## src/rtl/rls_pkg.sv

```systemverilog
// Shared types and header helpers for the element log controller.
// Assumes 16-bit flash words and 8-bit element numbers.
package rls_pkg;
    localparam int WORD_W = 16;
    localparam int ID_W   = 8;
    localparam logic [WORD_W-1:0] BLANK_WORD  = 16'hFFFF;
    localparam logic [WORD_W-1:0] MARKER_WORD = 16'h0000;

    typedef enum logic [1:0] {
        RS_OK       = 2'd0,
        RS_NOTFOUND = 2'd1,
        RS_FULL     = 2'd2,
        RS_BADID    = 2'd3
    } rls_status_e;

    // Build a header word: spare bits zero, length code, element number.
    function automatic logic [WORD_W-1:0] make_hdr(input logic [ID_W-1:0] id,
                                                    input logic [1:0] lc);
        return {6'b000000, lc, id};
    endfunction
endpackage

```

## src/rtl/rls_hdr_decode.sv

```systemverilog
// Classifies a word read where a header is expected.
// Assumes blank words read all ones and the marker carries element 0.
module rls_hdr_decode
    import rls_pkg::*;
(
    input  logic [WORD_W-1:0] word,
    output logic              is_blank,
    output logic              is_marker,
    output logic [ID_W-1:0]   id,
    output logic [1:0]        lc
);
    // Split the word into its fields and flag the special cases.
    always_comb begin
        is_blank  = (word == BLANK_WORD);
        is_marker = !is_blank && (word[ID_W-1:0] == '0);
        id        = word[ID_W-1:0];
        lc        = word[ID_W+1:ID_W];
    end
endmodule

```

## src/rtl/rls_space_plan.sv

```systemverilog
// Decides where a record of a given length lands relative to the log end.
// Assumes PAGE_WORDS and NUM_PAGES are powers of two and PAGE_WORDS >= 8.
module rls_space_plan #(
    parameter int PAGE_WORDS = 16,
    parameter int NUM_PAGES  = 4,
    localparam int TOTAL     = PAGE_WORDS * NUM_PAGES,
    localparam int PTR_W     = $clog2(TOTAL) + 1,
    localparam int PG_BITS   = $clog2(PAGE_WORDS)
) (
    input  logic [PTR_W-1:0] end_ptr,
    input  logic [1:0]       lc,
    output logic             need_marker,
    output logic             full,
    output logic [PTR_W-1:0] rec_base,
    output logic [PTR_W-1:0] next_page
);
    logic [PG_BITS:0]       off_sum;
    logic [PTR_W-PG_BITS-1:0] page;
    logic                   at_end, fits, last;

    // Compute fit in the current page and the next page start.
    always_comb begin
        page      = end_ptr[PTR_W-1:PG_BITS];
        off_sum   = {1'b0, end_ptr[PG_BITS-1:0]} + (PG_BITS+1)'(lc) + (PG_BITS+1)'(2);
        at_end    = (end_ptr >= PTR_W'(TOTAL));
        fits      = !at_end && (off_sum <= (PG_BITS+1)'(PAGE_WORDS));
        last      = (page == (PTR_W-PG_BITS)'(NUM_PAGES-1));
        next_page = {page + 1'b1, {PG_BITS{1'b0}}};
        full        = at_end || (!fits && last);
        need_marker = !at_end && !fits && !last;
        rec_base    = fits ? end_ptr : next_page;
    end
endmodule

```

## src/rtl/rls_read_buf.sv

```systemverilog
// Collects up to four data words of a fetched record into lanes.
// Assumes clr and load never coincide.
module rls_read_buf
    import rls_pkg::*;
#(
    parameter int LANES = 4,
    localparam int IDX_W = $clog2(LANES)
) (
    input  logic                    clk,
    input  logic                    rst_n,
    input  logic                    clr,
    input  logic                    load,
    input  logic [IDX_W-1:0]        idx,
    input  logic [WORD_W-1:0]       word,
    output logic [LANES*WORD_W-1:0] data
);
    for (genvar g = 0; g < LANES; g++) begin : g_lane
        logic [WORD_W-1:0] lane_q;
        // Hold one data word, cleared at the start of each command.
        always_ff @(posedge clk) begin
            if (!rst_n || clr)                        lane_q <= '0;
            else if (load && idx == IDX_W'(g))        lane_q <= word;
        end
        assign data[g*WORD_W +: WORD_W] = lane_q;
    end
endmodule

```

## src/rtl/record_log_ctrl.sv

```systemverilog
// Append-only element log controller: writes append records after the last
// one, reads scan the whole log and return the newest matching copy.
// Assumes a flash port with one-cycle read latency that only programs blank
// words, and that the log region holds only records written by this block.
module record_log_ctrl
    import rls_pkg::*;
#(
    parameter int PAGE_WORDS = 16,
    parameter int NUM_PAGES  = 4,
    localparam int TOTAL     = PAGE_WORDS * NUM_PAGES,
    localparam int FL_AW     = $clog2(TOTAL),
    localparam int PTR_W     = FL_AW + 1
) (
    input  logic              clk,
    input  logic              rst_n,
    input  logic              cmd_valid,
    output logic              cmd_ready,
    input  logic              cmd_write,
    input  logic [ID_W-1:0]   cmd_id,
    input  logic [1:0]        cmd_len,
    input  logic [63:0]       cmd_data,
    output logic              rsp_valid,
    output logic [1:0]        rsp_status,
    output logic [1:0]        rsp_len,
    output logic [63:0]       rsp_data,
    output logic              fl_rd_en,
    output logic              fl_wr_en,
    output logic [FL_AW-1:0]  fl_addr,
    output logic [WORD_W-1:0] fl_wdata,
    input  logic [WORD_W-1:0] fl_rdata
);
    typedef enum logic [2:0] {
        S_IDLE, S_RD_HDR, S_WAIT_HDR, S_MARK, S_PROG, S_FETCH, S_WAIT_DATA, S_RESP
    } state_e;

    state_e            state;
    logic              op_wr;
    logic [ID_W-1:0]   id_q;
    logic [1:0]        lc_q;
    logic [63:0]       data_q;
    logic [PTR_W-1:0]  ptr;
    logic              found;
    logic [PTR_W-1:0]  hit_addr;
    logic [1:0]        hit_lc;
    logic [2:0]        cnt;
    rls_status_e       status_q;

    logic              h_blank, h_marker;
    logic [ID_W-1:0]   h_id;
    logic [1:0]        h_lc;
    logic              sp_marker, sp_full;
    logic [PTR_W-1:0]  sp_base, sp_next;
    logic              at_end, log_end, accept;
    logic              buf_clr, buf_load;

    rls_hdr_decode u_dec (
        .word(fl_rdata), .is_blank(h_blank), .is_marker(h_marker), .id(h_id), .lc(h_lc)
    );

    rls_space_plan #(.PAGE_WORDS(PAGE_WORDS), .NUM_PAGES(NUM_PAGES)) u_plan (
        .end_ptr(ptr), .lc(lc_q), .need_marker(sp_marker), .full(sp_full),
        .rec_base(sp_base), .next_page(sp_next)
    );

    rls_read_buf #(.LANES(4)) u_buf (
        .clk(clk), .rst_n(rst_n), .clr(buf_clr), .load(buf_load),
        .idx(cnt[1:0]), .word(fl_rdata), .data(rsp_data)
    );

    // Decode acceptance and the end-of-log condition.
    always_comb begin
        accept   = cmd_valid && (state == S_IDLE);
        at_end   = (ptr >= PTR_W'(TOTAL));
        log_end  = ((state == S_RD_HDR) && at_end) || ((state == S_WAIT_HDR) && h_blank);
        buf_clr  = accept;
        buf_load = (state == S_WAIT_DATA);
    end

    // Drive the flash port from the current state.
    always_comb begin
        fl_rd_en = 1'b0;
        fl_wr_en = 1'b0;
        fl_addr  = ptr[FL_AW-1:0];
        fl_wdata = BLANK_WORD;
        case (state)
            S_RD_HDR: fl_rd_en = !at_end;
            S_MARK: begin
                fl_wr_en = 1'b1;
                fl_wdata = MARKER_WORD;
            end
            S_PROG: begin
                fl_wr_en = 1'b1;
                fl_addr  = FL_AW'(ptr + PTR_W'(cnt));
                fl_wdata = (cnt == 3'd0) ? make_hdr(id_q, lc_q)
                                         : data_q[16*(cnt-3'd1) +: 16];
            end
            S_FETCH: begin
                fl_rd_en = 1'b1;
                fl_addr  = FL_AW'(hit_addr + PTR_W'(1) + PTR_W'(cnt));
            end
            default: ;
        endcase
    end

    // Sequence the scan, program and fetch phases of each command.
    always_ff @(posedge clk) begin
        if (!rst_n) begin
            state    <= S_IDLE;
            op_wr    <= 1'b0;
            id_q     <= '0;
            lc_q     <= '0;
            data_q   <= '0;
            ptr      <= '0;
            found    <= 1'b0;
            hit_addr <= '0;
            hit_lc   <= '0;
            cnt      <= '0;
            status_q <= RS_OK;
        end else begin
            case (state)
                S_IDLE: if (accept) begin
                    op_wr  <= cmd_write;
                    id_q   <= cmd_id;
                    lc_q   <= cmd_len;
                    data_q <= cmd_data;
                    ptr    <= '0;
                    found  <= 1'b0;
                    hit_lc <= '0;
                    cnt    <= '0;
                    if (cmd_id == '0) begin
                        status_q <= RS_BADID;
                        state    <= S_RESP;
                    end else begin
                        state <= S_RD_HDR;
                    end
                end
                S_RD_HDR, S_WAIT_HDR: begin
                    if (log_end) begin
                        cnt <= '0;
                        if (op_wr) begin
                            if (sp_full) begin
                                status_q <= RS_FULL;
                                state    <= S_RESP;
                            end else if (sp_marker) begin
                                state <= S_MARK;
                            end else begin
                                state <= S_PROG;
                            end
                        end else if (found) begin
                            state <= S_FETCH;
                        end else begin
                            status_q <= RS_NOTFOUND;
                            state    <= S_RESP;
                        end
                    end else if (state == S_RD_HDR) begin
                        state <= S_WAIT_HDR;
                    end else begin
                        if (h_marker) begin
                            ptr <= sp_next;
                        end else begin
                            if (h_id == id_q) begin
                                found    <= 1'b1;
                                hit_addr <= ptr;
                                hit_lc   <= h_lc;
                            end
                            ptr <= ptr + PTR_W'(h_lc) + PTR_W'(2);
                        end
                        state <= S_RD_HDR;
                    end
                end
                S_MARK: begin
                    ptr   <= sp_base;
                    state <= S_PROG;
                end
                S_PROG: begin
                    if (cnt == {1'b0, lc_q} + 3'd1) begin
                        status_q <= RS_OK;
                        state    <= S_RESP;
                    end else begin
                        cnt <= cnt + 3'd1;
                    end
                end
                S_FETCH: state <= S_WAIT_DATA;
                S_WAIT_DATA: begin
                    if (cnt[1:0] == hit_lc) begin
                        status_q <= RS_OK;
                        state    <= S_RESP;
                    end else begin
                        cnt   <= cnt + 3'd1;
                        state <= S_FETCH;
                    end
                end
                S_RESP: state <= S_IDLE;
                default: state <= S_IDLE;
            endcase
        end
    end

    // Present the response fields.
    always_comb begin
        cmd_ready  = (state == S_IDLE);
        rsp_valid  = (state == S_RESP);
        rsp_status = status_q;
        rsp_len    = op_wr ? lc_q : hit_lc;
    end
endmodule

```

## config.mk

```make
export PLATFORM = sky130hd
export DESIGN_NAME = record_log_ctrl
export DESIGN_NICKNAME = d
export VERILOG_FILES = /design/src/rtl/rls_pkg.sv /design/src/rtl/rls_hdr_decode.sv /design/src/rtl/rls_space_plan.sv /design/src/rtl/rls_read_buf.sv /design/src/rtl/record_log_ctrl.sv
export SDC_FILE = /design/constraint.sdc
export NUM_CORES = 1
export LEC_CHECK = 0
export ABC_AREA = 1
export BUFFER_PORTS_ARGS = -buffer_cell sky130_fd_sc_hd__buf_2
export CAP_MARGIN = 20
export CORE_MARGIN = 1.5
export CORE_UTILIZATION = 35
export CTS_CLUSTER_SIZE = 10
export DETAILED_ROUTE_END_ITERATION = 10
export PLACE_DENSITY = 0.52
export SETUP_SLACK_MARGIN = 0.02
export SYNTH_ARGS = -nofsm -noshare
export SYNTH_HDL_FRONTEND = slang
export SYNTH_SLANG_ARGS = --single-unit
export TNS_END_PERCENT = 100
```

## constraint.sdc

```tcl
create_clock -name clk -period 2.9 [get_ports clk]
set_input_delay 0.435 -clock clk [delete_from_list [all_inputs] [get_ports clk]]
set_output_delay 0.435 -clock clk [all_outputs]
set_load 0.1 [all_outputs]
```

After elaboration in Yosys (flattened, before gate mapping) --
Index checks and enable logic that the tools add are counted.
Storage, ports and cells: bits in registers 163, bits in latches 0, bits in writable memories 0, bits in read-only memories 0, input port bits 94, word-level logic and storage cells 147, memories kept 0
Cells by class: add/subtract/negate cells 11, multiply operators 0, div/mod/pow operators 0, order comparisons 2, equality and inequality tests 29, shift-type cells 1, multiplexer cells 49, bitwise gates (word level) 3, reductions and logical operators 37
Operators by type and width (count):
- $shiftx 64x33->16 | 1
- $mux 7 | 5
- $mux 2 | 17
- $mux 3 | 11
- $pmux 16 s2 | 1
- $pmux 3 s7 | 1
- $pmux 7 s3 | 1
- $ne 2x2->1 const B | 10
- $eq 16x16->1 const B | 1
- $logic_not 8->1 | 2
- $mux 16 | 1
- $reduce_and 5->1 | 3
- $add 6x3->6 | 2
- $eq 3x3->1 const B | 4
- $logic_and 1x1->1 | 12
- $pmux 3 s4 | 1
- $pmux 6 s2 | 1
- $eq 3x2->1 const B | 3
- $eq 8x8->1 | 1
- $pmux 2 s4 | 1
- $reduce_and 8->1 | 1
- $add 7x2->7 | 1
- $add 7x2->7 const B | 1
- $ge 7x7->1 const B | 1
- other kinds (28) | 49

Longest topological paths before layout --
Gate-level depths: netlist (run 1).
depth in word-level cells 12, mapped depth 14

Cells and area by module --
From an unflattened synthesis (run 1), not the netlist that was laid out.
Second synthesis, totals: cells, all modules 1297, area, all modules 8689.6 µm²
Modules (own cells, without submodules):
- record_log_ctrl | instances 1, cells each 804, area an instance 5571.6 µm²
- rls_read_buf | instances 1, cells each 414, area an instance 2665.1 µm²
- rls_space_plan | instances 1, cells each 47, area an instance 295.3 µm²
- rls_hdr_decode | instances 1, cells each 32, area an instance 157.7 µm²

Worst setup path after synthesis (run 1) --
OpenSTA, ideal clock, no wires.
kind flip-flop to output port, from register cnt[0], to output fl_wdata[0], arrival 4974 ps, path slack -2509 ps, cell stages (with the launch flop) 8, buffers on the path 3, cells stage by stage dfxtp_1 > inv_2 > clkbuf_1 > ha_1 > clkbuf_1 > nand2_1 > clkbuf_1 > o311ai_0
On the way: word-level cells in the longest chain between the ends 4
Ends and longest elaborated chain:
- start: declaration | RTL line record_log_ctrl.sv:45 | logic [2:0] cnt;
- start signal: assignment | RTL line record_log_ctrl.sv:180 | cnt <= cnt + 3'd1;
- start signal: assignment | RTL line record_log_ctrl.sv:189 | cnt <= cnt + 3'd1;
- $sub 3x1->4 | RTL line record_log_ctrl.sv:95 | : data_q[16*(cnt-3'd1) +: 16];
- $shiftx 64x33->16 | RTL line record_log_ctrl.sv:95
- $mux 16 (*) | RTL line record_log_ctrl.sv:94 | fl_wdata = (cnt == 3'd0) ? make_hdr(id_q, lc_q)
- $pmux 16 s2 (*) | RTL line record_log_ctrl.sv:85 | case (state)
- end: declaration | RTL line record_log_ctrl.sv:29 | output logic [WORD_W-1:0] fl_wdata,
Every way passes the cells marked *; elsewhere a longest branch is shown, timed or not.

Final worst setup path (run 1) --
from register cnt[0], to output fl_wdata[1]
The elaborated chain is that of the path after synthesis.

==> results, run 1 <==
- The run finished with clean final reports.
- STA classifies the critical path startpoint as a register.
- The post-detailed-routing wire length is 26200 µm.
- The post-route standard cell area excluding fillers is 0.0104 mm².
- The number of sinks driven by the clock tree is 163.
- The average wire per cell in the routed design is 17.2 µm.
- The combinational power share is 0.537.
- Of the synthesized area, sequential elements account for 0.417.
- The count of fill cells added during filler insertion is 2261.
- The worst reg-to-reg setup slack is 0.39 ns.
- Clock-pin slew was measured on the worst setup and hold paths at 0.07 ns.
- Once detailed placement completed, the half-perimeter wirelength came to 18400 µm.
- STA classifies the critical path endpoint as a primary output.
- Across the routed clock network, the largest skew measured is 0.0123 ns.
- The relative max-transition margin is 0.604.
- The growth of design area from synthesis to finish is 32.7%.
- The data arrival time at the worst-slack endpoint is 2.39 ns.
- Of the total power, the share spent switching nets is 0.481.
- The final worst setup slack is 0.0798 ns.
- The die covers 0.0233 mm².
- During synthesis, Yosys emitted a total of 0 warnings.
- Setup violations remaining at the end of the flow were counted as 0.
- Power spread over the standard cell area amounts to 1120 mW/mm².
- The detailed-route via count is 7816.
- The global-route usage over all layers is 0.225.
- After synthesis the netlist holds a flip-flop and latch count of 163.
- In the final layout, the share of cells above drive strength 1 is 0.245.
- The number of antenna violations at the first check in global routing is 0.
- After layout, the design draws a total of 11.7 mW.
- The number of antenna diodes in the final layout is 0.
- The analysis attributes to cell leakage a power of 4.14 nW.
- The number of failing hold endpoints at the final stage is 0.
- In this run the cell area of the synthesized design comes to 0.00783 mm².
- The most common cell after layout, fill and taps aside is sky130_fd_sc_hd__nand2_1.
- The insertion delay to the later sink of the worst-skew pair is 0.44 ns.
- The placeable core region is 0.0219 mm².
- The tightest min-delay check is of the in2reg type.
- The cell-internal power is 6.05 mW.
- The width of the die is 153 µm.
- The number of max-slew violations in the final report is 0.
- The net count of the finished layout is 1351.
- The uppermost signal routing layer after detailed routing is met4.
- In this run the remaining antenna-violating nets after routing total 0.
- The sum of routed wire segments on met1 is 12200 µm.
- For this configuration, the core starts out at a cell density of 0.358.
- The part of the cycle the worst path needs is 0.972.
- The via count of the first global-routing pass was 7641.
- The time the final worst path needs with I/O delays and setup is 2.82 ns.
- The first detailed-routing pass took 7 iterations.
- The final RePlAce weighted congestion is 0.860.
- The y dimension of the die is 153 µm.
- In this run the worst path has a maximum fanout of 13.
- The count of cells in the finished layout, fillers not included, comes to 1523.
- The number of buffers created by CTS is 17.
- The minimum hold slack is 0.265 ns.
- The cell count after synthesis came out at 1071.
- The TritonCTS clock tree is done.
- The average instance in the mapped netlist occupies 7.31 µm².
- Setup repair after global routing left no endpoint under its margin.
- Summed over all nets, wire length on met2 after detailed routing comes to 12200 µm.
- Data on the critical path is required at its endpoint by 2.47 ns.
- At the pin with the least slew margin, the transition time is 0.593 ns.
- The first global-routing pass estimated 41700 µm of wire.
- The worst ir drop on vdd is 0.439 mV.
- Leaving out fill and tap cells, the most frequent cells in the layout are 174 x sky130_fd_sc_hd__nand2_1, 172 x sky130_fd_sc_hd__a21oi_1, 164 x sky130_fd_sc_hd__buf_2.
- The switching power of the nets is 5.62 mW.
- The number of remaining DRC errors is 0.
- Of the total power, registers draw 0.248.
- The wire length on met3 is 1360 µm.
- Entering global routing, the biggest net connects 133 pins.
- The number of distinct library cells after synthesis is 35.
- The post-placement cell count is 1485.
- The root cell of the clock tree is sky130_fd_sc_hd__clkbuf_16.
- The clock tree synthesis step divided the H-tree into 4 levels.
- The maximum clock path buffer count is 2.
- By startpoint and endpoint, the worst setup path is classified as reg2out.
- The number of violations reported at the end of detailed-routing iteration 0 is 415.
- The share of total power in the clock network is 0.215.
- Input and output buffers added on the ports amount to 187.
- The achievable clock frequency is 0.355 GHz.
- The worst setup timing slack at the placement stage is 0.221 ns.
- The total overflow left after global routing is 0.
- The count of pins on the block boundary is 188.
- After detailed placement, the total cell area comes to 0.00961 mm².
- Row generation in the floorplan step produced 54 rows.
- The final sum of negative setup slack is 0 ns.
- Using the TritonRoute via totals, the vias-per-cell ratio works out to 5.13.
- Measured on the finished design, the core utilization comes to 0.475.
- The number of nets handed over by synthesis was 1192.
- The number of maximum-capacitance violations is 0.
[kinds of logic (layout without fill, tap and decap cells)]
logic type      count (synthesis)  in the layout  synth area share
simple gates                  376            376             0.207
compound gates                309            309             0.219
buf+inv                       179            351            0.0914
flops                         163            163             0.417
fa+ha+maj                      27             27            0.0470
xor+xnor                       17             17            0.0190
[cell usage after synthesis (all sizes together)]
library cell,number,area (µm²)
nand2,182,693
a21oi,173,866
dfxtp,163,3260
nand3,120,601
inv,100,375
o21ai,88,440
nor2,61,251
clkbuf,48,180
buf,31,160
o221ai,24,210
ha,23,288
o311ai,10,87.6
xnor2,9,78.8
xor2,8,70.1
a221oi,6,52.6
nor3,6,30.0
fa,4,80.1
o31ai,3,22.5
or2,3,18.8
nand4,2,12.5
a211oi,1,7.51
a21boi,1,7.51
a31oi,1,6.26
and3,1,6.26
nand3b,1,7.51
o21bai,1,7.51
o22ai,1,6.26
[critical path, cell delays in order, from the launching register on]
cell                         delay (ns)
sky130_fd_sc_hd__dfxtp_4           0.38
sky130_fd_sc_hd__buf_8             0.16
sky130_fd_sc_hd__nor2_4            0.23
sky130_fd_sc_hd__clkinvlp_2        0.30
sky130_fd_sc_hd__o221ai_1          0.35
sky130_fd_sc_hd__nand3_1           0.20
sky130_fd_sc_hd__o311ai_4          0.12
sky130_fd_sc_hd__buf_12            0.22
[sequential cells by signal, indices dropped and copies added, names as in the netlist]
register	count
hit_lc	2
state	3
u_buf.g_lane.lane_q	64
data_q	64
hit_addr	6
found	1
cnt	3
op_wr	1
ptr	7
id_q	8
lc_q	2
rsp_status	2
[final cells by class]
cell class	instances	area [µm²]	area share
clock buffer	18	429	0.0413
clock inverter	14	219	0.0211
inverter	100	397	0.0382
multi-input combinational	729	4170	0.401
sequential	163	3270	0.315
tap	280	350	0.0337
timing repair buffer	216	1540	0.148
timing repair inverter	3	17.5	0.00169
[power by group through the flow]
| stage | registers, mW | clock network, mW | logic, mW |
|---|---|---|---|
| after global placement | 2.91 | 0 | 6.11 |
| after detailed placement | 2.92 | 0 | 6.14 |
| after global routing | 2.94 | 2.65 | 6.72 |
| final | 2.89 | 2.51 | 6.27 |
| after CTS | 2.88 | 2.56 | 6.24 |
| after floorplan | 3.01 | 0 | 4.19 |
[what timing repair did]
item / in CTS / in global routing
cloned: 2 / 1
setup endpoints to repair: 22 / 22
hold buffers: 0 / 0
setup buffers: 1 / 2
pin swaps: 0 / 4
resized for setup: 16 / 16
[routing by layer]
| layer | vias up | global-route usage |
|---|---|---|
| li1 | 3938 | - |
| met1 | 3635 | 0.300 |
| met2 | 214 | 0.360 |
| met3 | 29 | 0.0466 |
| met4 | 0 | 0.0751 |
| met5 | - | 0 |
[path summary, 6_finish.rpt]
kind                                   start           to  cells past startpoint
worst max-delay path                  cnt[0]  fl_wdata[1]                      7
worst min-delay path            cmd_data[43]   data_q[43]                      3
worst min register to register    data_q[59]   data_q[59]                      2
worst max register to register        ptr[1]       ptr[4]                     14
Power figures use the tool's default switching activity.
==> run 2, diff against run 1 <==
--- a/config.mk
+++ b/config.mk
@@ -12,9 +12,10 @@
 export CORE_UTILIZATION = 35
 export CTS_CLUSTER_SIZE = 10
 export DETAILED_ROUTE_END_ITERATION = 10
-export PLACE_DENSITY = 0.52
+export PLACE_DENSITY = 0.51
 export SETUP_SLACK_MARGIN = 0.02
 export SYNTH_ARGS = -nofsm -noshare
 export SYNTH_HDL_FRONTEND = slang
+export SYNTH_HIERARCHICAL = 1
 export SYNTH_SLANG_ARGS = --single-unit
 export TNS_END_PERCENT = 100
==> run 2 against run 1 <==
  * Routed wire length up 2.6%
  * Synthesized area up 11%
  * Critical path depth up 2
  * Global-route usage down 1.3 points
  * Highest routed layer unchanged
  * Sequential share of layout area down 1.5 points
  * Largest power group is now sequential cells
  * Final area up 5.0%
  * Fmax up 1.4%
  * Clock-buffer cell count down 1
==> results, run 2 <==
- During synthesis, Yosys emitted a total of 6 warnings.
- After synthesis, the share of flip-flops with an asynchronous set or reset is 0.
- The first-pass GRT wire length is 42600 µm.
- The placeable core region is 0.0243 mm².
- The combinational power share is 0.270.
- The category of the critical setup timing path is reg2out.
- The number of endpoints failing setup at the final stage is 0.
- For the final database, setup skew stands at 0.0120 ns.
- The number of detailed-routing iterations run before antenna repair is 6.
- Yosys attributes the largest share of cell area to sky130_fd_sc_hd__dfxtp_1 38%, sky130_fd_sc_hd__nand2_1 11%, sky130_fd_sc_hd__nor2_1 8.4%, sky130_fd_sc_hd__inv_1 8.3%, sky130_fd_sc_hd__a21oi_1 7.8%.
- The relative max-transition margin is 0.640.
- The worst setup timing slack at the placement stage is 0.143 ns.
- The number of instances in the synthesized netlist is 1297.
- Summed over all layers, the routed wires come to 26900 µm.
- Setup repair after global routing left no endpoint under its margin.
- The launch point of the worst reg-to-reg path is lc_q[1].
- Across the run, the number of max-cap violations was 0.
- The worst setup path is launched from a register.
- Counting both buffers and inverters, the worst setup path holds a total of 3.
- The number of antenna violations at the first check in global routing is 1.
- The share of total power in the clock network is 0.352.
- The time the final worst path needs with I/O delays and setup is 2.78 ns.
- The total number of H-tree levels is 4.
- Dividing the detail-routed via count by the number of cells gives 4.66.
- Cell internal power was estimated by the tool at 4.19 mW.
- The sequential share of power is 0.379.
- Measured along the y axis, the die boundary spans 161 µm.
- For the worst setup path, the data required time is 2.47 ns.
- The number of clock buffers added by TritonCTS is 17.
- Static timing analysis puts the maximum clock frequency at 0.360 GHz.
- The number of failing hold endpoints at the final stage was 0.
- The final RePlAce weighted congestion is 0.853.
- The pin count of the biggest net entering global routing is 61.
- The analysis attributes to net switching a power of 2.44 mW.
- For this design, the slowest cell found on the critical path is sky130_fd_sc_hd__fa_1.
- The cell family contributing the most delay on the critical path is adder cells.
- The largest registers in the layout are data_q (64), u_buf/g_lane.lane_q (64), id_q (8).
- STA classifies the critical path endpoint as a primary output.
- The detailed-route via count is 8404.
- The maximum net fanout on the critical path is 26.
- The post-synthesis average cell area is 6.70 µm².
- The number of nets at the end of the flow is 1583.
- For this design the ratio of total power to cell area is 608 mW/mm².
- The clock reaches the later pin of the worst-skew pair after 0.43 ns.
- In the final routed layout, each cell accounts on average for 14.9 µm.
- Synthesis instantiated 43 different standard cells from the library.
- The starting utilization of the core area is 0.357.
- The count of pins on the block boundary is 188.
- The signal on the critical path passes through buf_6, ha_1, fa_1, nand2_2, a21oi_1, o22ai_1, inv_1, o22ai_4, buf_12.
- After synthesis, the most frequently instantiated cells are 246 x sky130_fd_sc_hd__nand2_1, 194 x sky130_fd_sc_hd__nor2_1, 192 x sky130_fd_sc_hd__inv_1.
- The global-route usage over all layers is 0.211.
- The number of flops mapped to enable cells by yosys is 0.
- Summed over all cells, the static leakage comes to 5.26 nW.
- The growth of design area from synthesis to finish is 25.5%.
- The most common cell after layout, fill and taps aside is sky130_fd_sc_hd__nand2_1.
- The largest stage delay on the critical path is 0.41 ns.
- The layout cell share with drive strength beyond 1 is 0.210.
- The part of the cycle the worst path needs is 0.959.
- The detailed router finished its first iteration with 545 violations.
- For this run, design rule violations remaining after detail routing come to 0.
- The fraction of the yosys area taken by sequential cells is 0.376.
- The clock input transition at the sequential cells of the worst setup and hold paths is 0.07 ns.
- The flow ran to the end, and the final reports show no timing, DRC or antenna violations.
- In the layout the commonest cells are 245 x sky130_fd_sc_hd__nand2_1, 193 x sky130_fd_sc_hd__nor2_1, 192 x sky130_fd_sc_hd__inv_1.
- The via count of the first global-routing pass is 7802.
- The share of synthesized area in the top cell type comes to 0.376.
- In this run, synthesis produced a sequential element count of 163.
- The worst ir drop on vdd is 0.349 mV.
- The number of antenna-violating nets in the routed design is 0.
- The post-placement cell area is 0.0102 mm².
- Measured along the x axis, the die boundary spans 161 µm.
- The number of buffer cells added on primary ports is 187.
- The TritonCTS clock tree is done.
- The die covers 0.0258 mm².
- Tracing the worst setup path back leads to its startpoint at cnt[0].
- The data arrival time at the worst-slack endpoint is 2.35 ns.
- The total overflow left after global routing is 0.
- In this run the most critical hold path is launched from cmd_data[7].
- The number of sinks driven by the clock tree is 163.
- The final worst setup slack is 0.120 ns.
- The number of max-slew violations in the final report is 0.
- The most frequently used flop master after synthesis is sky130_fd_sc_hd__dfxtp_1.
- The post-route standard cell area excluding fillers is 0.0109 mm².
- The maximum clock path buffer count is 2.
- The row count is 57.
- The switching share of total power is 0.368.
- The design draws 6.63 mW.
- The tree is rooted in a sky130_fd_sc_hd__clkbuf_16.
- For the pin with the worst max-slew slack, the measured transition is 0.540 ns.
- The path class of the lowest-slack min-delay path is in2reg.
- Once layout is complete, the utilization of the core stands at 0.449.
- Hold repair after CTS inserted 0 buffers.
- The estimated wirelength of the detail-placed design is 19800 µm.
- By instance count, the leading cell after synthesis is sky130_fd_sc_hd__nand2_1.
- The most area-hungry cell type in the Yosys netlist is sky130_fd_sc_hd__dfxtp_1.
- The combined area of all synthesized cells is 0.00869 mm².
[run 2: cell count changes after synthesis, moves of 27 or more]
cell	before	now
sky130_fd_sc_hd__nor2_1	56	194
sky130_fd_sc_hd__a21oi_1	173	136
sky130_fd_sc_hd__inv_1	93	192
sky130_fd_sc_hd__nand2_1	178	246
sky130_fd_sc_hd__clkbuf_1	48	21
sky130_fd_sc_hd__nand3_1	120	52
[run 2: final cells by class]
| cell class | count | area (µm²) |
|---|---|---|
| Antenna cell | 1 | 2.50 |
| Clock buffer | 17 | 425 |
| Clock inverter | 15 | 196 |
| Fill cell | 2537 | 13400 |
| Inverter | 204 | 773 |
| Multi-Input combinational cell | 856 | 4360 |
| Sequential cell | 163 | 3270 |
| Tap cell | 324 | 405 |
| Timing Repair Buffer | 222 | 1470 |
[run 2: kinds of logic (layout without fill, tap and decap cells)]
group,count (synthesis),after routing,synth area share
simple gates,529,529,0.253
compound gates,288,288,0.179
buf+inv,281,458,0.142
flops,163,163,0.376
fa+ha+maj,25,25,0.0395
xor+xnor,10,10,0.0101
other cells,1,5,0.000432
[run 2: repair_timing]
| item | CTS | global route |
|---|---|---|
| gates resized for setup | 5 | 12 |
| buffers inserted | 0 | 2 |
| pin swaps | 0 | 2 |
| setup endpoints to repair | 10 | 13 |
[run 2: per-layer routing]
| layer | wire, µm | track usage | vias up |
|---|---|---|---|
| met5 | 0 | 0 | - |
| met4 | 207 | 0.0442 | 0 |
| met3 | 1140 | 0.0338 | 17 |
| met2 | 12300 | 0.338 | 179 |
| met1 | 13300 | 0.300 | 3786 |
| li1 | - | - | 4422 |
[run 2: metrics by stage]
stage / cells / hold WS (ns) / TNS (ns)
floorplan: 1300 / 0.425 / -0.260
global placement: 1767 / 0.440 / 0
detailed placement: 1767 / 0.445 / 0
CTS: 1799 / 0.221 / 0
global route: 1802 / 0.233 / 0
finish: 1802 / 0.237 / 0
[run 2: power by group through the flow]
stage / logic (mW) / clock network [mW] / registers, mW
after CTS: 1.78 / 2.39 / 2.51
after floorplan: 1.25 / 0 / 2.60
after detailed placement: 1.77 / 0 / 2.57
after global placement: 1.77 / 0 / 2.56
final: 1.79 / 2.33 / 2.51
after global routing: 1.97 / 2.48 / 2.54
[run 2: final timing paths]
path                                      end  slack [ns]  depth (start not counted)
worst max-delay path               fl_addr[4]        0.12                          9
worst min-delay path                data_q[7]        0.24                          3
worst max register to register  rsp_status[0]        0.28                         21
worst min register to register     data_q[12]        0.46                          2
[run 2: worst reg2reg max path: stages, from the launching register on]
cell and delay, ns:
sky130_fd_sc_hd__dfxtp_4 0.36, sky130_fd_sc_hd__inv_1 0.04, sky130_fd_sc_hd__ha_1 0.26, sky130_fd_sc_hd__inv_1 0.04, sky130_fd_sc_hd__ha_1 0.21, sky130_fd_sc_hd__fa_1 0.45, sky130_fd_sc_hd__nor2_2 0.11, sky130_fd_sc_hd__nand2_1 0.08
sky130_fd_sc_hd__nand2_4 0.11, sky130_fd_sc_hd__nand2_4 0.05, sky130_fd_sc_hd__nand2_1 0.06, sky130_fd_sc_hd__nand2_1 0.04, sky130_fd_sc_hd__nor2_1 0.14, sky130_fd_sc_hd__inv_1 0.08, sky130_fd_sc_hd__o21ai_0 0.07, sky130_fd_sc_hd__nand2_1 0.06
sky130_fd_sc_hd__nand2_1 0.08, sky130_fd_sc_hd__nor2_2 0.05, sky130_fd_sc_hd__nand2_1 0.08, sky130_fd_sc_hd__nand2_1 0.05, sky130_fd_sc_hd__nand2_1 0.05, sky130_fd_sc_hd__nor2_1 0.04
==> run 3, diff against run 2 <==
--- a/config.mk
+++ b/config.mk
@@ -12,10 +12,10 @@
 export CORE_UTILIZATION = 35
 export CTS_CLUSTER_SIZE = 10
 export DETAILED_ROUTE_END_ITERATION = 10
-export PLACE_DENSITY = 0.51
+export PLACE_DENSITY = 0.52
 export SETUP_SLACK_MARGIN = 0.02
+export SKIP_CTS_REPAIR_TIMING = 1
 export SYNTH_ARGS = -nofsm -noshare
 export SYNTH_HDL_FRONTEND = slang
-export SYNTH_HIERARCHICAL = 1
 export SYNTH_SLANG_ARGS = --single-unit
 export TNS_END_PERCENT = 100
==> run 3 against run 2 <==
  * Critical path depth is 3 lower
  * Power grew 75%
  * Die area decreased by 9.7%
  * Combinational power grew to 3.5 times the previous value
  * Clock-buffer cell count grew 1
  * Register-to-register slack gained 0.04 ns
  * Largest power group is now combinational cells
  * Worst setup slack worse by 0.027 ns
  * Clock skew is 0.0016 ns lower
  * Final area is 5.0% lower
==> results, run 3 (same netlist as run 1, synthesis figures left out) <==
- The floorplan step set the die width to 153 µm.
- The first global-routing pass estimated 41600 µm of wire.
- In this run the clock root is driven by a sky130_fd_sc_hd__clkbuf_16.
- The count of pins on the block boundary is 188.
- Of all nets on the critical path, the largest fanout is 13.
- The number of buffer cells added on primary ports is 187.
- Measured along the y axis, the die boundary spans 153 µm.
- Static timing analysis puts the maximum clock frequency at 0.356 GHz.
- The library cell used most frequently in the layout, excluding fill and tap cells, is sky130_fd_sc_hd__nand2_1.
- Clock skew on the completed layout was measured at 0.0105 ns.
- The core region is 0.0219 mm².
- Setup slack on the critical path of the routed design comes to 0.0925 ns.
- Entering global routing, the biggest net connects 133 pins.
- After detailed routing, the number of remaining DRC violations is 0.
- The largest registers in the layout are data_q (64), u_buf.g_lane.lane_q (64), id_q (8).
- The maximum clock path buffer count is 2.
- At the later pin of the worst-skew pair, clock insertion delay measures 0.44 ns.
- The number of failing hold endpoints at the final stage came to 0.
- The number of placed instances, taps included, is 1485.
- Setup repair after global routing could not meet its margin everywhere.
- At the worst endpoint, the required time is 2.47 ns.
- The standby leakage power is 4.13 nW.
- After the last flow step, the layout net total stands at 1350.
- In the final routed layout, each cell accounts on average for 17.2 µm.
- For this block, the routed nets add up to 26100 µm of wire.
- The signal on the critical path passes through inv_1, ha_1, clkinvlp_4, a221oi_1, o31ai_4, buf_12.
- The detail-routed via count per cell is 5.12.
- Measured against its own limit, the worst slew margin works out to 0.607.
- The final RePlAce weighted congestion is 0.860.
- For this block, the via count after detailed routing is 7791.
- The slew at the pin with the worst max-slew slack is 0.588 ns.
- The number of antenna violations at the first check in global routing is 0.
- The clock period could shrink to 2.81 ns.
- The number of antenna repair diodes is 0.
- For this run, the slowest stage of the critical path takes 0.45 ns.
- The via count of the first global-routing pass came to 7616.
- The number of detailed-routing iterations run before antenna repair is 4.
- Relative to the synthesized area, the layout overhead comes to 32.3%.
- Across every metal layer, demand over resource in global routing totals 0.224.
- The part of the cycle the worst path needs is 0.968.
- The detailed router finished its first iteration with 440 violations.
- In this run the worst hold path is classified as in2reg.
- Once detailed placement completed, the half-perimeter wirelength came to 18400 µm.
- The number of clock buffers added by TritonCTS is 17.
- TritonCTS built the clock tree.
- The final sum of negative setup slack is 0 ns.
- The number of maximum-capacitance violations is 0.
- Leaving out fill and tap cells, the most frequent cells in the layout are 175 x sky130_fd_sc_hd__nand2_1, 172 x sky130_fd_sc_hd__a21oi_1, 164 x sky130_fd_sc_hd__buf_2.
- VDD sags by at most 0.437 mV.
- The data arrival time at the worst-slack endpoint is 2.37 ns.
- The starting utilization of the core area is 0.358.
- For this design, the sink count on the clock tree is 163.
- The worst setup path is launched from a register.
- The cell count of the worst reg-to-reg path is 14.
- The floorplan has 54 rows.
- The run finished with clean final reports.
- The library cell contributing the largest single delay on the critical path is sky130_fd_sc_hd__a221oi_1.
- The number of endpoints failing setup at the final stage is 0.
- The finished layout holds 1522 standard cells, fillers aside.
- The total global routing overflow is 0.
- The power density of the placed cells is 1120 mW/mm².
- The instance count along the most critical hold path is 3.
- The worst setup path is captured at a primary output.
- The critical path is of the reg2out type.
- The clock input transition at the sequential cells of the worst setup and hold paths is 0.07 ns.
- Of the cells placed in the final design, the portion with a size suffix greater than 1 is 0.240.
- The number of antenna-violating nets in the routed design is 0.
- The number of max-slew violations in the final report is 0.
- CTS built an H-tree with a depth of 4.
- The die area is 0.0233 mm².
- OpenSTA, run right after detailed placement, puts the worst setup slack at 0.221 ns.
run 3: cell count changes in the layout (fill, tap and decap cells not counted), moves of 6 or more:
cell | previous run | this run
sky130_fd_sc_hd__a21oi_4 | 10 | 0
sky130_fd_sc_hd__o21ai_0 | 96 | 79
sky130_fd_sc_hd__nand3_1 | 52 | 120
sky130_fd_sc_hd__nor2_1 | 193 | 56
sky130_fd_sc_hd__inv_1 | 192 | 90
sky130_fd_sc_hd__a21oi_1 | 126 | 172
sky130_fd_sc_hd__buf_4 | 32 | 26
sky130_fd_sc_hd__nand2_1 | 245 | 175
sky130_fd_sc_hd__o31ai_1 | 6 | 0
sky130_fd_sc_hd__nor2_2 | 8 | 1
sky130_fd_sc_hd__o311ai_4 | 0 | 10
sky130_fd_sc_hd__o22ai_1 | 14 | 1
sky130_fd_sc_hd__buf_12 | 17 | 25
run 3: per-stage QoR:
step / cell area (µm²) / utilization / power, mW / hold slack, ns
after global placement: 9610 / 0.439 / 9.02 / 0.439
after floorplan: 8090 / - / 7.21 / 0.429
final: 10400 / 0.473 / 11.6 / 0.264
after CTS: 10300 / 0.469 / 11.6 / 0.244
after global routing: 10400 / 0.473 / 12.3 / 0.269
after detailed placement: 9610 / 0.439 / 9.06 / 0.448
run 3: final timing paths:
check,startpoint,endpoint,slack [ns]
max,cnt[1],fl_wdata[12],0.09
min,cmd_data[43],data_q[43],0.26
max reg2reg,ptr[1],ptr[4],0.32
min reg2reg,data_q[59],data_q[59],0.45
run 3: cell type report:
cell class	instances	area, µm²
fill	2266	11500
multi-input combinational	729	4160
sequential	163	3270
timing repair buffer	216	1530
clock buffer	18	429
inverter	100	397
tap	280	350
clock inverter	14	219
timing repair inverter	2	12.5
run 3: critical path, delay by kind of cell (launching register included):
| family | cells | cell delay (ns) |
|---|---|---|
| compound gates | 2 | 0.58 |
| fa+ha+maj | 1 | 0.36 |
| flops | 1 | 0.40 |
| buf+inv | 3 | 0.60 |
run 3: metal layers:
layer  share of wire  GRT usage  vias to the layer above
met5               0          0                        -
met4           0.020     0.0710                        0
met3           0.050     0.0461                       33
met2            0.46      0.358                      204
met1            0.47      0.301                     3621
li1                -          -                     3933
run 3: report_power, final:
group | total [mW] | leakage [nW] | switching, mW | internal [mW]
clock | 2.51 | 0.313 | 1.04 | 1.48
combinational | 6.23 | 2.49 | 4.32 | 1.92
sequential | 2.88 | 1.33 | 0.240 | 2.64
total | 11.6 | 4.13 | 5.59 | 6.03
